`config.mk`:
```
export PLATFORM = sky130hd
export DESIGN_NAME = acc_unit
export DESIGN_NICKNAME = d
export VERILOG_FILES = /design/src/rtl/acc_pkg.sv /design/src/rtl/acc_ctrl.sv /design/src/rtl/acc_alu.sv /design/src/rtl/acc_unit.sv
export SDC_FILE = /design/constraint.sdc
export NUM_CORES = 1
export LEC_CHECK = 0
export ABC_AREA = 1
export BUFFER_PORTS_ARGS = -buffer_cell sky130_fd_sc_hd__buf_2
export CORE_MARGIN = 8
export CORE_UTILIZATION = 55
export CTS_CLUSTER_DIAMETER = 100
export DETAILED_ROUTE_END_ITERATION = 16
export PLACE_DENSITY_LB_ADDON = 0.1
export SLEW_MARGIN = 20
export SYNTH_ARGS = -nofsm -noshare
export SYNTH_HDL_FRONTEND = slang
export SYNTH_SLANG_ARGS = --single-unit
```
`constraint.sdc`:
```
create_clock -name clk -period 2.5 [get_ports clk]
set_input_delay 0.25 -clock clk [delete_from_list [all_inputs] [get_ports clk]]
set_output_delay 0.25 -clock clk [all_outputs]
set_load 0.05 [all_outputs]
```
`src/rtl/acc_pkg.sv`:
```
package acc_pkg;
    parameter int ACC_W  = 16;
    parameter int INPR_W = 8;
    parameter int DEC_N  = 8;
    parameter int TST_N  = 16;
    parameter int IR_W   = 16;

    // timing states and instruction bits that gate the controls
    parameter int EXEC_T  = 4;
    parameter int IN_T    = 3;
    parameter int IN_BIT  = 6;
    parameter int CLR_BIT = 11;
    parameter int INC_BIT = 5;

    // decoder lines of the memory-operand ops, listed in select priority
    localparam int N_EXEC = 3;
    localparam int EXEC_DEC [N_EXEC] = '{1, 0, 2};
    localparam int N_TERM = N_EXEC + 1;

    typedef enum logic [1:0] {
        SRC_ADD = 2'd0,
        SRC_AND = 2'd1,
        SRC_DR  = 2'd2,
        SRC_IN  = 2'd3
    } src_e;

    typedef struct packed {
        logic [ACC_W-1:0] acc;
        logic             carry;
    } acc_state_t;
endpackage

```
`src/rtl/acc_ctrl.sv`:
```
module acc_ctrl
    import acc_pkg::*;
(
    input  logic [DEC_N-1:0] dec_i,
    input  logic [TST_N-1:0] tst_i,
    input  logic             ref_i,
    input  logic [IR_W-1:0]  ir_i,
    output logic             ld_o,
    output logic             clr_o,
    output logic             inr_o,
    output src_e             src_o
);
    logic [N_TERM-1:0] term;
    logic              unused_lines;

    genvar g;
    generate
        for (g = 0; g < N_EXEC; g++) begin : g_exec
            assign term[g] = dec_i[EXEC_DEC[g]] & tst_i[EXEC_T];
        end
    endgenerate

    assign term[N_TERM-1] = ref_i & ir_i[IN_BIT] & tst_i[IN_T];

    assign ld_o  = |term;
    assign clr_o = ref_i & ir_i[CLR_BIT];
    assign inr_o = ref_i & ir_i[INC_BIT];

    // lowest index wins; term order equals src_e encoding
    always_comb begin
        src_o = SRC_IN;
        for (int i = N_TERM - 1; i >= 0; i--) begin
            if (term[i]) src_o = src_e'(i);
        end
    end

    assign unused_lines = ^{dec_i, tst_i, ir_i};
endmodule

```
`src/rtl/acc_alu.sv`:
```
module acc_alu
    import acc_pkg::*;
(
    input  logic [ACC_W-1:0]  acc_i,
    input  logic [ACC_W-1:0]  dr_i,
    input  logic [INPR_W-1:0] inpr_i,
    input  src_e              src_i,
    output logic [ACC_W-1:0]  res_o,
    output logic              cout_o
);
    logic [ACC_W:0] sum;

    assign sum    = {1'b0, acc_i} + {1'b0, dr_i};
    assign cout_o = sum[ACC_W];

    always_comb begin
        unique case (src_i)
            SRC_ADD: res_o = sum[ACC_W-1:0];
            SRC_AND: res_o = acc_i & dr_i;
            SRC_DR:  res_o = dr_i;
            SRC_IN:  res_o = {{(ACC_W-INPR_W){1'b0}}, inpr_i};
            default: res_o = '0;
        endcase
    end
endmodule

```
`src/rtl/acc_unit.sv`:
```
module acc_unit
    import acc_pkg::*;
(
    input  logic              clk,
    input  logic              rst,
    input  logic [DEC_N-1:0]  dec_i,
    input  logic [TST_N-1:0]  tst_i,
    input  logic              ref_i,
    input  logic [IR_W-1:0]   ir_i,
    input  logic [ACC_W-1:0]  dr_i,
    input  logic [INPR_W-1:0] inpr_i,
    output logic [ACC_W-1:0]  acc_o,
    output logic              carry_o
);
    acc_state_t       st_d, st_q;
    logic             ld, clr, inr;
    src_e             src;
    logic [ACC_W-1:0] res;
    logic             cout;

    acc_ctrl u_ctrl (
        .dec_i (dec_i),
        .tst_i (tst_i),
        .ref_i (ref_i),
        .ir_i  (ir_i),
        .ld_o  (ld),
        .clr_o (clr),
        .inr_o (inr),
        .src_o (src)
    );

    acc_alu u_alu (
        .acc_i  (st_q.acc),
        .dr_i   (dr_i),
        .inpr_i (inpr_i),
        .src_i  (src),
        .res_o  (res),
        .cout_o (cout)
    );

    always_comb begin
        st_d = st_q;
        if (clr) begin
            st_d.acc = '0;
        end else if (ld) begin
            st_d.acc = res;
            if (src == SRC_ADD) st_d.carry = cout;
        end else if (inr) begin
            st_d.acc = st_q.acc + 1'b1;
        end
    end

    always_ff @(posedge clk) begin
        if (rst) st_q <= '0;
        else     st_q <= st_d;
    end

    assign acc_o   = st_q.acc;
    assign carry_o = st_q.carry;
endmodule

```
==> flow_metrics.env, run 1 <==
export IMPL_netlist_instances=401
export IMPL_first_pass_iters=4
export IMPL_antenna_left=0
export IMPL_timing_final_crit_period_ns=1.986
export IMPL_root_buffer="clkbuf_8"
export IMPL_hpwl_mm=5.791
export IMPL_drt_initial_drc_count=206
export IMPL_slew_violations=0
export IMPL_place_congestion=0.9052
export IMPL_vias_per_cell=5.482
export IMPL_slowest_delay_ns=0.38
export IMPL_rsz0062_at_grt="false"
export IMPL_worstPathMaxFanout=5
export IMPL_async_flop_share_pct=0
export IMPL_p_sw_mw=0.5155
export IMPL_avgSynthCellArea_sq_um=5.779
export IMPL_worstPathRequired_ns=2.72
export IMPL_p_sw_share_pct=46.73
export IMPL_tns_ns=0
export IMPL_synth_most_common_cell="nand2_1"
export IMPL_irDropWorstVdd_uv=296.4
export IMPL_layout_drive_gt1_share_pct=17.62
export IMPL_synth_area_sq_um=2317
export IMPL_grt_max_degree=18
export IMPL_path_class="reg2reg"
export IMPL_synth_top_area_cell="nand2_1"
export IMPL_ys_warn_count=0
export IMPL_wl_per_cell_microns=14.27
export IMPL_synth_edff_count=0
export IMPL_internal_power_mw=0.5876
export IMPL_run_status="complete, no violations"
export IMPL_maxCapViolations=0
export IMPL_drc=0
export IMPL_crit_path_start_kind="flop"
export IMPL_initial_core_util_pct=57.52
export IMPL_grt_pass1_vias=2605
export IMPL_worstSkewPairLatency_ns=0.26
export IMPL_fmax_mhz=503.6
export IMPL_path_clk_slew_ns=0.07
export IMPL_ys_flop_type="dfxtp_1"
export IMPL_cp_data_arrival_time_ns=2.20
export IMPL_path_common_cell="nand2_1"
export IMPL_nNetsFinal=540
export IMPL_die_h_microns=80.91
export IMPL_hold_viol_final=0
export IMPL_io_pins=84
export IMPL_die_area_sq_um=6546
export IMPL_p_per_area_nw_per_um2=412.4
export IMPL_pwr_share_clk_pct=20.2
export IMPL_ys_seq_elements=17
export IMPL_post_cts_buffers=0
export IMPL_holdBufCountCts=0
export IMPL_postRouteWirelength_mm=7.194
export IMPL_leakage_nw=1.506
export IMPL_cts_tree="done"
export IMPL_cts_resized_gates=0
export IMPL_gr_total_overflow=0
export IMPL_core_area_sq_um=4029
export IMPL_seq_area_frac_synth_pct=14.69
export IMPL_synth_common_cells="130 x nand2_1, 60 x inv_1, 28 x nand3_1, 25 x a21oi_1, 24 x nor2_1"
export IMPL_yosysTopAreaCellShare_pct=21.06
export IMPL_vias=2763
export IMPL_maxSlewHeadroom_pct=67.12
export IMPL_setup_viol=0
export IMPL_numPortBuffers=51
export IMPL_combPwrFrac_pct=50.0
export IMPL_num_rows=23
export IMPL_cp_end_kind="flop"
export IMPL_power_total_mw=1.103
export IMPL_yosys_top_cells_area="nand2_1 21%, dfxtp_1 15%, inv_1 9.7%"
export IMPL_cts_max_level=1
export IMPL_n_antenna_cell=0
export IMPL_numCtsBuffers=3
export IMPL_die_w_microns=80.91
export IMPL_cp_cell_sequence="ha_1, fa_1, nand2_1, nand2_1, nand3_1, nand2_1, nand2_1, nand2_1, nand2_1, nand3_1, nand4_1, nand2_1, inv_1"
export IMPL_max_clock_path_buffers=2
export IMPL_synth_net_count=486
export IMPL_area_delta_synth_final_pct=15.44
export IMPL_slowest_stage="fa_1"
export IMPL_grt_total_usage_pct=22.53
export IMPL_hold_class="in2reg"
export IMPL_seqPwrFrac_pct=29.9
export IMPL_antenna_found_initial=0
export IMPL_synth_distinct_cells=39
export IMPL_fin_crit_sh_pct=79.43
export IMPL_worst_clock_skew_ns=0.002461
export IMPL_worstMarginPinSlew_ns=0.4927
export IMPL_grt_pass1_wl_mm=11.87
export IMPL_cts_sinks=17
[final cells by class]
cell class / count / area, sq um
Multi-Input combinational cell: 314 / 1700
Fill cell: 415 / 1354
Sequential cell: 17 / 340.3
Timing Repair Buffer: 55 / 285.3
Inverter: 64 / 240.2
Tap cell: 50 / 62.56
Clock buffer: 3 / 41.29
Clock inverter: 1 / 5.005
[cell usage in the layout, fill, tap and decap left out]
cell type  count
nor2_2         4
clkinv_2       1
a21oi_1       25
ha_1          17
nor2_1        24
nor3_1         4
a211o_1        1
nand2_1      130
nor2_4         3
o21ai_0       19
a22oi_1        6
o221ai_2       1
o21ai_1        2
nand3_1       28
or2_0          1
o21a_1         1
a221oi_1       3
buf_2         51
nand3b_1       2
nand2_4        1
o2111ai_1      1
o211ai_1       1
a31oi_1        4
a22o_1         1
inv_1         60
o21bai_1       1
or2_1          1
inv_2          4
fa_1           1
dfxtp_1       17
or2_2          2
xnor2_1        3
and2_1         1
nand2_2        4
nor2_8         1
xor2_1         7
a21oi_2        1
buf_4          4
nand4_1       13
clkbuf_8       3
[final timing paths]
path,from,end,slack [ns],cells after the start
max,acc_o[0],acc_o[14],0.51,13
max reg2reg,acc_o[0],acc_o[14],0.51,13
min,rst,carry_o,0.25,3
min reg2reg,carry_o,carry_o,0.53,2
[logic make-up after synthesis]
group | share of synthesized area (%)
simple gates | 42.33
buf+inv | 11.93
flops | 14.69
compound gates | 17.22
fa+ha+maj | 10.04
xor+xnor | 3.780
[critical path: cells and delay by family (launching register included)]
kind | cells | cell delay, ns
fa+ha+maj | 2 | 0.62
simple gates | 10 | 0.89
buf+inv | 1 | 0.04
flops | 1 | 0.36
[through the flow]
step	setup WS, ns	instance area [sq um]	instances	utilization [%]	hold WS [ns]
global placement	0.5614	2629	500	65.25	0.5053
detailed placement	0.5382	2629	500	65.25	0.5189
global route	0.3277	2675	504	66.40	0.2706
finish	0.5142	2675	504	66.40	0.2499
CTS	0.5293	2675	504	66.40	0.2518
floorplan	0.5326	2317	401	-	0.4157
[power groups by stage]
| stage | sequential [mW] | combinational [mW] | clock [mW] |
|---|---|---|---|
| floorplan | 0.413 | 0.319 | 0 |
| global placement | 0.335 | 0.536 | 0 |
| detailed placement | 0.335 | 0.547 | 0 |
| CTS | 0.328 | 0.549 | 0.222 |
| global route | 0.334 | 0.613 | 0.234 |
| finish | 0.329 | 0.551 | 0.222 |
[state kept, by name, indices dropped and copies added, names as in the netlist]
signal and flops:
acc_o 16, carry_o 1
[metal layers]
| layer | up-vias | wire, microns | GRT usage [%] |
|---|---|---|---|
| met5 | - | 0 | 0 |
| met1 | 1234 | 2974 | 26.67 |
| li1 | 1415 | - | - |
| met2 | 100 | 3502 | 39.37 |
| met3 | 14 | 564 | 4.857 |
| met4 | 0 | 153 | 7.321 |
(Power assumes the default switching activity.)
==> run 2, diff against run 1 <==
--- a/config.mk
+++ b/config.mk
@@ -8,7 +8,7 @@
 export ABC_AREA = 1
 export BUFFER_PORTS_ARGS = -buffer_cell sky130_fd_sc_hd__buf_2
 export CORE_MARGIN = 8
-export CORE_UTILIZATION = 55
+export CORE_UTILIZATION = 51
 export CTS_CLUSTER_DIAMETER = 100
 export DETAILED_ROUTE_END_ITERATION = 16
 export PLACE_DENSITY_LB_ADDON = 0.1
==> constraint.sdc (replaced) <==
create_clock -name clk -period 1.88 [get_ports clk]
set_input_delay 0.188 -clock clk [delete_from_list [all_inputs] [get_ports clk]]
set_output_delay 0.188 -clock clk [all_outputs]
set_load 0.05 [all_outputs]
==> run 2 against run 1 <==
Final cell count up 3.6%. Total power up 40%. Critical path type unchanged. Highest routed layer unchanged. Worst hold slack worse by 0.055 ns. Largest cell class unchanged. Largest power group unchanged. Die area up 6.3%. Non-clock buffer count up 16. Setup slack worse by 0.38 ns. Count of clock-buffer cells in the layout unchanged. Global-route usage down 1.3 points. Final area up 7.1%. Flip-flop and latch count unchanged.
==> flow_metrics.env, run 2 (same netlist as run 1, synthesis figures left out) <==
export IMPL_min_delay_start="rst"
export IMPL_die_area_sq_um=6956
export IMPL_r2r_setup_slack_ns=0.13
export IMPL_timing_final_crit_period_ns=1.750
export IMPL_grt_max_degree=18
export IMPL_slowest_stage="fa_2"
export IMPL_worst_clock_skew_ns=0.005223
export IMPL_final_cell_area_sq_um=2864
export IMPL_layout_commonest_cell="nand2_1"
export IMPL_antenna_left=0
export IMPL_maxCapViolations=0
export IMPL_crit_path_start_kind="flop"
export IMPL_worstMarginPinSlew_ns=0.4430
export IMPL_most_common_layout_cells="125 x nand2_1, 60 x inv_1, 51 x buf_2"
export IMPL_seqPwrFrac_pct=27.5
export IMPL_grt_pass1_wl_mm=12.64
export IMPL_fmax_mhz=571.3
export IMPL_r2r_cells=10
export IMPL_slew_violations=0
export IMPL_rsz0062_at_grt="true"
export IMPL_hold_viol_final=0
export IMPL_layout_drive_gt1_share_pct=25.11
export IMPL_nFillCells=439
export IMPL_grt_total_usage_pct=21.18
export IMPL_numPortBuffers=51
export IMPL_path_common_cell="nand2_2"
export IMPL_hold_depth=3
export IMPL_cts_sinks=17
export IMPL_worstSkewPairLatency_ns=0.26
export IMPL_postRouteWirelength_mm=7.611
export IMPL_worstPathRequired_ns=2.02
export IMPL_holdWs_ns=0.1952
export IMPL_combPwrFrac_pct=53.1
export IMPL_hpwl_mm=6.121
export IMPL_root_buffer="clkbuf_8"
export IMPL_p_sw_mw=0.7145
export IMPL_run_status="complete, no violations"
export IMPL_p_sw_share_pct=46.31
export IMPL_path_class="reg2reg"
export IMPL_grt_use_met3_pct=3.809
export IMPL_num_rows=24
export IMPL_multi_input_area_sq_um=1755
export IMPL_irDropWorstVdd_uv=279.5
export IMPL_worstPathMaxFanout=3
export IMPL_numCtsBuffers=3
export IMPL_cp_cell_sequence="ha_2, fa_2, nand2_2, nand2_2, and2_1, xor2_1, nand2_1, nand3_2, o21ai_1, a21oi_1"
export IMPL_drt_initial_drc_count=153
export IMPL_postPlaceCellArea_sq_um=2760
export IMPL_cp_end_kind="flop"
export IMPL_max_clock_path_buffers=2
export IMPL_core_area_sq_um=4354
export IMPL_vias=2803
export IMPL_wl_per_cell_microns=14.58
export IMPL_nNetsFinal=556
export IMPL_fin_util_pct=65.78
export IMPL_cts_tree="done"
export IMPL_fin_crit_sh_pct=93.10
export IMPL_slowest_delay_ns=0.34
export IMPL_setup_viol=0
export IMPL_r2r_end="acc_o[4]"
export IMPL_die_w_microns=83.41
export IMPL_maxSlewHeadroom_pct=70.43
export IMPL_place_congestion=0.9188
export IMPL_largest_register_ff_count=16
export IMPL_use_met1_pct=25.88
export IMPL_tns_ns=0
export IMPL_internal_power_mw=0.8285
export IMPL_die_h_microns=83.41
export IMPL_timing_rr_start="acc_o[0]"
export IMPL_hold_end="carry_o"
export IMPL_n_antenna_cell=0
export IMPL_grt_busiest_layer="met2"
export IMPL_pwr_share_clk_pct=19.4
export IMPL_gr_total_overflow=0
export IMPL_leakage_nw=1.590
export IMPL_initial_core_util_pct=53.22
export IMPL_grtUsageMet2_pct=36.21
export IMPL_path_clk_slew_ns=0.08
export IMPL_antenna_found_initial=0
export IMPL_area_delta_synth_final_pct=23.60
export IMPL_io_pins=84
export IMPL_cts_max_level=1
export IMPL_first_pass_iters=4
export IMPL_cp_data_arrival_time_ns=1.89
export IMPL_seq_area_sq_um=351.6
export IMPL_hold_class="in2reg"
export IMPL_vias_per_cell=5.370
export IMPL_p_per_area_nw_per_um2=538.8
export IMPL_drc=0
export IMPL_grt_pass1_vias=2759
## run 2: layout make-up
class / count / share of cell area (%)
Clock buffer: 3 / 1.442
Multi-Input combinational cell: 314 / 61.29
Sequential cell: 17 / 12.28
Tap cell: 52 / 2.272
Timing Repair Buffer: 71 / 14.15
Clock inverter: 1 / 0.1747
Inverter: 64 / 8.388
## run 2: timing repair
| action | 4_1_cts | 5_1_grt |
|---|---|---|
| resized for setup | 0 | 16 |
| setup buffers | 0 | 0 |
| hold buffers | 0 | 0 |
| endpoints found under the setup margin | 0 | 10 |
## run 2: layer usage
| layer | part of all wire, % | routed length, microns |
|---|---|---|
| met4 | 1.9 | 142 |
| met1 | 44 | 3356 |
| met3 | 6.6 | 502 |
| met2 | 47 | 3609 |
| met5 | 0 | 0 |
## run 2: stage by stage
step                instances  setup slack (ns)  total power [mW]
floorplan                 401           0.01197            0.9762
CTS                       522           0.01232             1.521
finish                    522            0.1297             1.543
global route              522          -0.01293             1.658
global placement          518           0.04254             1.207
detailed placement        518           0.01357             1.221
## run 2: worst max-delay path, delay by kind of cell (launching register included)
family	cells	cell delay, ns
compound gates	2	0.17
fa+ha+maj	2	0.52
simple gates	5	0.48
flops	1	0.33
xor+xnor	1	0.14
## run 2: how the worst max path moves through the flow
| stage | start | endpoint | slack [ns] | cells after the start |
|---|---|---|---|---|
| after global routing | acc_o[0] | acc_o[4] | -0.01 | 10 |
| after global placement | dr_i[0] | acc_o[14] | 0.04 | 13 |
| after floorplan | acc_o[3] | acc_o[14] | 0.01 | 11 |
| final | acc_o[0] | acc_o[4] | 0.13 | 10 |
| after CTS | acc_o[0] | acc_o[14] | 0.01 | 12 |
| after detailed placement | dr_i[0] | acc_o[14] | 0.01 | 13 |
## run 2: power by group through the flow
stage	Sequential (mW)	Clock, mW	Combinational (mW)
final	0.425	0.299	0.819
after global routing	0.430	0.322	0.907
after CTS	0.424	0.305	0.792
after detailed placement	0.432	0	0.789
after global placement	0.432	0	0.775
after floorplan	0.552	0	0.424
==> run 3, diff against run 2 <==
--- a/config.mk
+++ b/config.mk
@@ -7,11 +7,13 @@
 export LEC_CHECK = 0
 export ABC_AREA = 1
 export BUFFER_PORTS_ARGS = -buffer_cell sky130_fd_sc_hd__buf_2
+export CELL_PAD_IN_SITES_DETAIL_PLACEMENT = 1
+export CELL_PAD_IN_SITES_GLOBAL_PLACEMENT = 1
 export CORE_MARGIN = 8
-export CORE_UTILIZATION = 51
+export CORE_UTILIZATION = 33
 export CTS_CLUSTER_DIAMETER = 100
 export DETAILED_ROUTE_END_ITERATION = 16
-export PLACE_DENSITY_LB_ADDON = 0.1
+export PLACE_DENSITY = 0.89
 export SLEW_MARGIN = 20
 export SYNTH_ARGS = -nofsm -noshare
 export SYNTH_HDL_FRONTEND = slang
==> run 3 against run 2 <==
Clock skew down 0.0019 ns. Routed wire length is 21% higher. Flip-flop and latch count did not move. Worst hold slack lost 0.025 ns.
==> flow_metrics.env, run 3 (same netlist as run 1, synthesis figures left out) <==
export IMPL_maxCapViolations=0
export IMPL_fin_crit_sh_pct=96.13
export IMPL_timing_rr_start="acc_o[0]"
export IMPL_postRouteWirelength_mm=9.195
export IMPL_critical_path_top_delay_family="simple AND/OR/NAND/NOR gates"
export IMPL_gr_total_overflow=0
export IMPL_grt_max_degree=18
export IMPL_cp_cell_sequence="ha_2, fa_2, nand2_2, nand2_2, nand3_2, nand2_2, nand2_2, nand3_1, nand3_1, nand4_1, nand2_1, inv_1"
export IMPL_cts_sinks=17
export IMPL_die_area_sq_um=9959
export IMPL_hold_viol_final=0
export IMPL_die_h_microns=99.80
export IMPL_r2r_cells=12
export IMPL_grt_total_usage_pct=18.11
export IMPL_place_inst=560
export IMPL_irDropWorstVdd_uv=311.2
export IMPL_grt_pass1_vias=3159
export IMPL_worstSkewPairLatency_ns=0.27
export IMPL_first_pass_iters=4
export IMPL_slew_violations=0
export IMPL_path_class="reg2reg"
export IMPL_cp_end_kind="flop"
export IMPL_numPortBuffers=51
export IMPL_hold_depth=3
export IMPL_p_per_area_nw_per_um2=545.7
export IMPL_wl_per_cell_microns=16.30
export IMPL_max_clock_path_buffers=2
export IMPL_root_buffer="clkbuf_8"
export IMPL_num_rows=30
export IMPL_hold_class="in2reg"
export IMPL_io_pins=84
export IMPL_antenna_found_initial=0
export IMPL_layout_drive_gt1_share_pct=27.14
export IMPL_largest_register_ff_count=16
export IMPL_most_common_layout_cells="121 x nand2_1, 60 x inv_1, 51 x buf_2"
export IMPL_n_antenna_cell=0
export IMPL_worstPathRequired_ns=2.06
export IMPL_maxSlewHeadroom_pct=73.37
export IMPL_drt_initial_drc_count=126
export IMPL_area_delta_synth_final_pct=26.84
export IMPL_drc=0
export IMPL_nFillCells=952
export IMPL_die_w_microns=99.80
export IMPL_r2r_end="acc_o[14]"
export IMPL_r2r_setup_slack_ns=0.07
export IMPL_numCtsBuffers=3
export IMPL_holdBufCountCts=0
export IMPL_slowest_stage="fa_2"
export IMPL_min_delay_start="rst"
export IMPL_setup_viol=0
export IMPL_cp_data_arrival_time_ns=1.99
export IMPL_vias_per_cell=5.170
export IMPL_rsz0062_at_grt="true"
export IMPL_layout_commonest_cell="nand2_1"
export IMPL_fmax_mhz=553.3
export IMPL_slowest_delay_ns=0.37
export IMPL_nNetsFinal=554
export IMPL_worst_clock_skew_ns=0.003347
export IMPL_path_clk_slew_ns=0.08
export IMPL_cts_tree="done"
export IMPL_path_common_cell="nand2_2"
export IMPL_place_congestion=0.9831
export IMPL_vias=2916
export IMPL_run_status="complete, no violations"
export IMPL_initial_core_util_pct=34.11
export IMPL_antenna_left=0
export IMPL_worst_path_buf_inv=1
export IMPL_postPlaceCellArea_sq_um=2800
export IMPL_crit_path_start_kind="flop"
export IMPL_cts_max_level=1
export IMPL_worstPathMaxFanout=3
export IMPL_final_cell_area_sq_um=2939
export IMPL_core_area_sq_um=6794
export IMPL_hpwl_mm=7.373
export IMPL_grt_pass1_wl_mm=14.95
export IMPL_worstMarginPinSlew_ns=0.3989
export IMPL_timing_final_crit_period_ns=1.807
export IMPL_finalNonFillerCells=564
export IMPL_leakage_nw=1.574
export IMPL_hold_end="carry_o"
export IMPL_power_total_mw=1.604
## run 3: cell types whose count changed in the layout (fill, tap and decap cells not counted)
cell and delta:
a21oi_1 -1, a21oi_2 +1, buf_4 -2, dfxtp_1 -1, dfxtp_4 +1, ha_1 -4, ha_2 +4, nand2_1 -4
nand2_2 +4, nor2_1 -1, nor2_4 +1
## run 3: worst max-delay path by stage
stage	cells past startpoint	slack, ns	from	end
3_3_place_gp	13	0.00001	dr_i[0]	acc_o[14]
6_report	12	0.07	acc_o[0]	acc_o[14]
2_1_floorplan	11	0.01	acc_o[3]	acc_o[14]
5_1_grt	11	-0.02	acc_o[2]	acc_o[15]
4_1_cts	10	0.03	acc_o[9]	acc_o[15]
3_5_place_dp	13	-0.07	dr_i[0]	carry_o
## run 3: worst reg2reg max path: stages (launching register included)
cell     delay (ns)
dfxtp_2        0.33
ha_2           0.18
fa_2           0.37
nand2_2        0.11
nand2_2        0.08
nand3_2        0.07
nand2_2        0.09
nand2_2        0.12
nand3_1        0.08
nand3_1        0.09
nand4_1        0.07
nand2_1        0.08
inv_1          0.04
## run 3: final cells by class
type,instances,area [sq um],area share [%]
Timing Repair Buffer,69,390.4,13.28
Multi-Input combinational cell,314,1787,60.79
Clock buffer,3,41.29,1.405
Inverter,64,240.2,8.174
Sequential cell,17,355.3,12.09
Clock inverter,1,5.005,0.1703
Tap cell,96,120.1,4.087
## run 3: what timing repair did
action	in CTS	in global routing
buffers inserted	0	0
setup endpoints to repair	5	8
endpoints found under the hold margin	0	0
pin swaps	0	3
gates resized for setup	4	25
## run 3: through the flow
stage	TNS (ns)	hold WS [ns]	utilization (%)	setup slack [ns]
finish	0	0.1700	43.26	0.07276
global placement	0	0.4643	41.22	0.000009770
CTS	0	0.1740	42.04	0.02953
floorplan	0	0.3537	-	0.01197
detailed placement	-0.1915	0.4637	41.22	-0.07178
global route	-0.04818	0.1906	43.26	-0.02447
## run 3: power by group
| part | leakage [nW] | switching (mW) | internal, mW |
|---|---|---|---|
| clock | 0.0255 | 0.171 | 0.149 |
| combinational | 1.41 | 0.565 | 0.293 |
| sequential | 0.143 | 0.0320 | 0.394 |
| total | 1.57 | 0.769 | 0.835 |
## run 3: layer usage
layer	wire length (microns)	GRT usage, %	vias up	part of all wire (%)
met5	0	0	-	0
met4	166	4.191	0	1.8
met3	443	3.114	12	4.8
met2	4570	33.04	68	50
met1	4015	21.28	1394	44
li1	-	-	1442	-
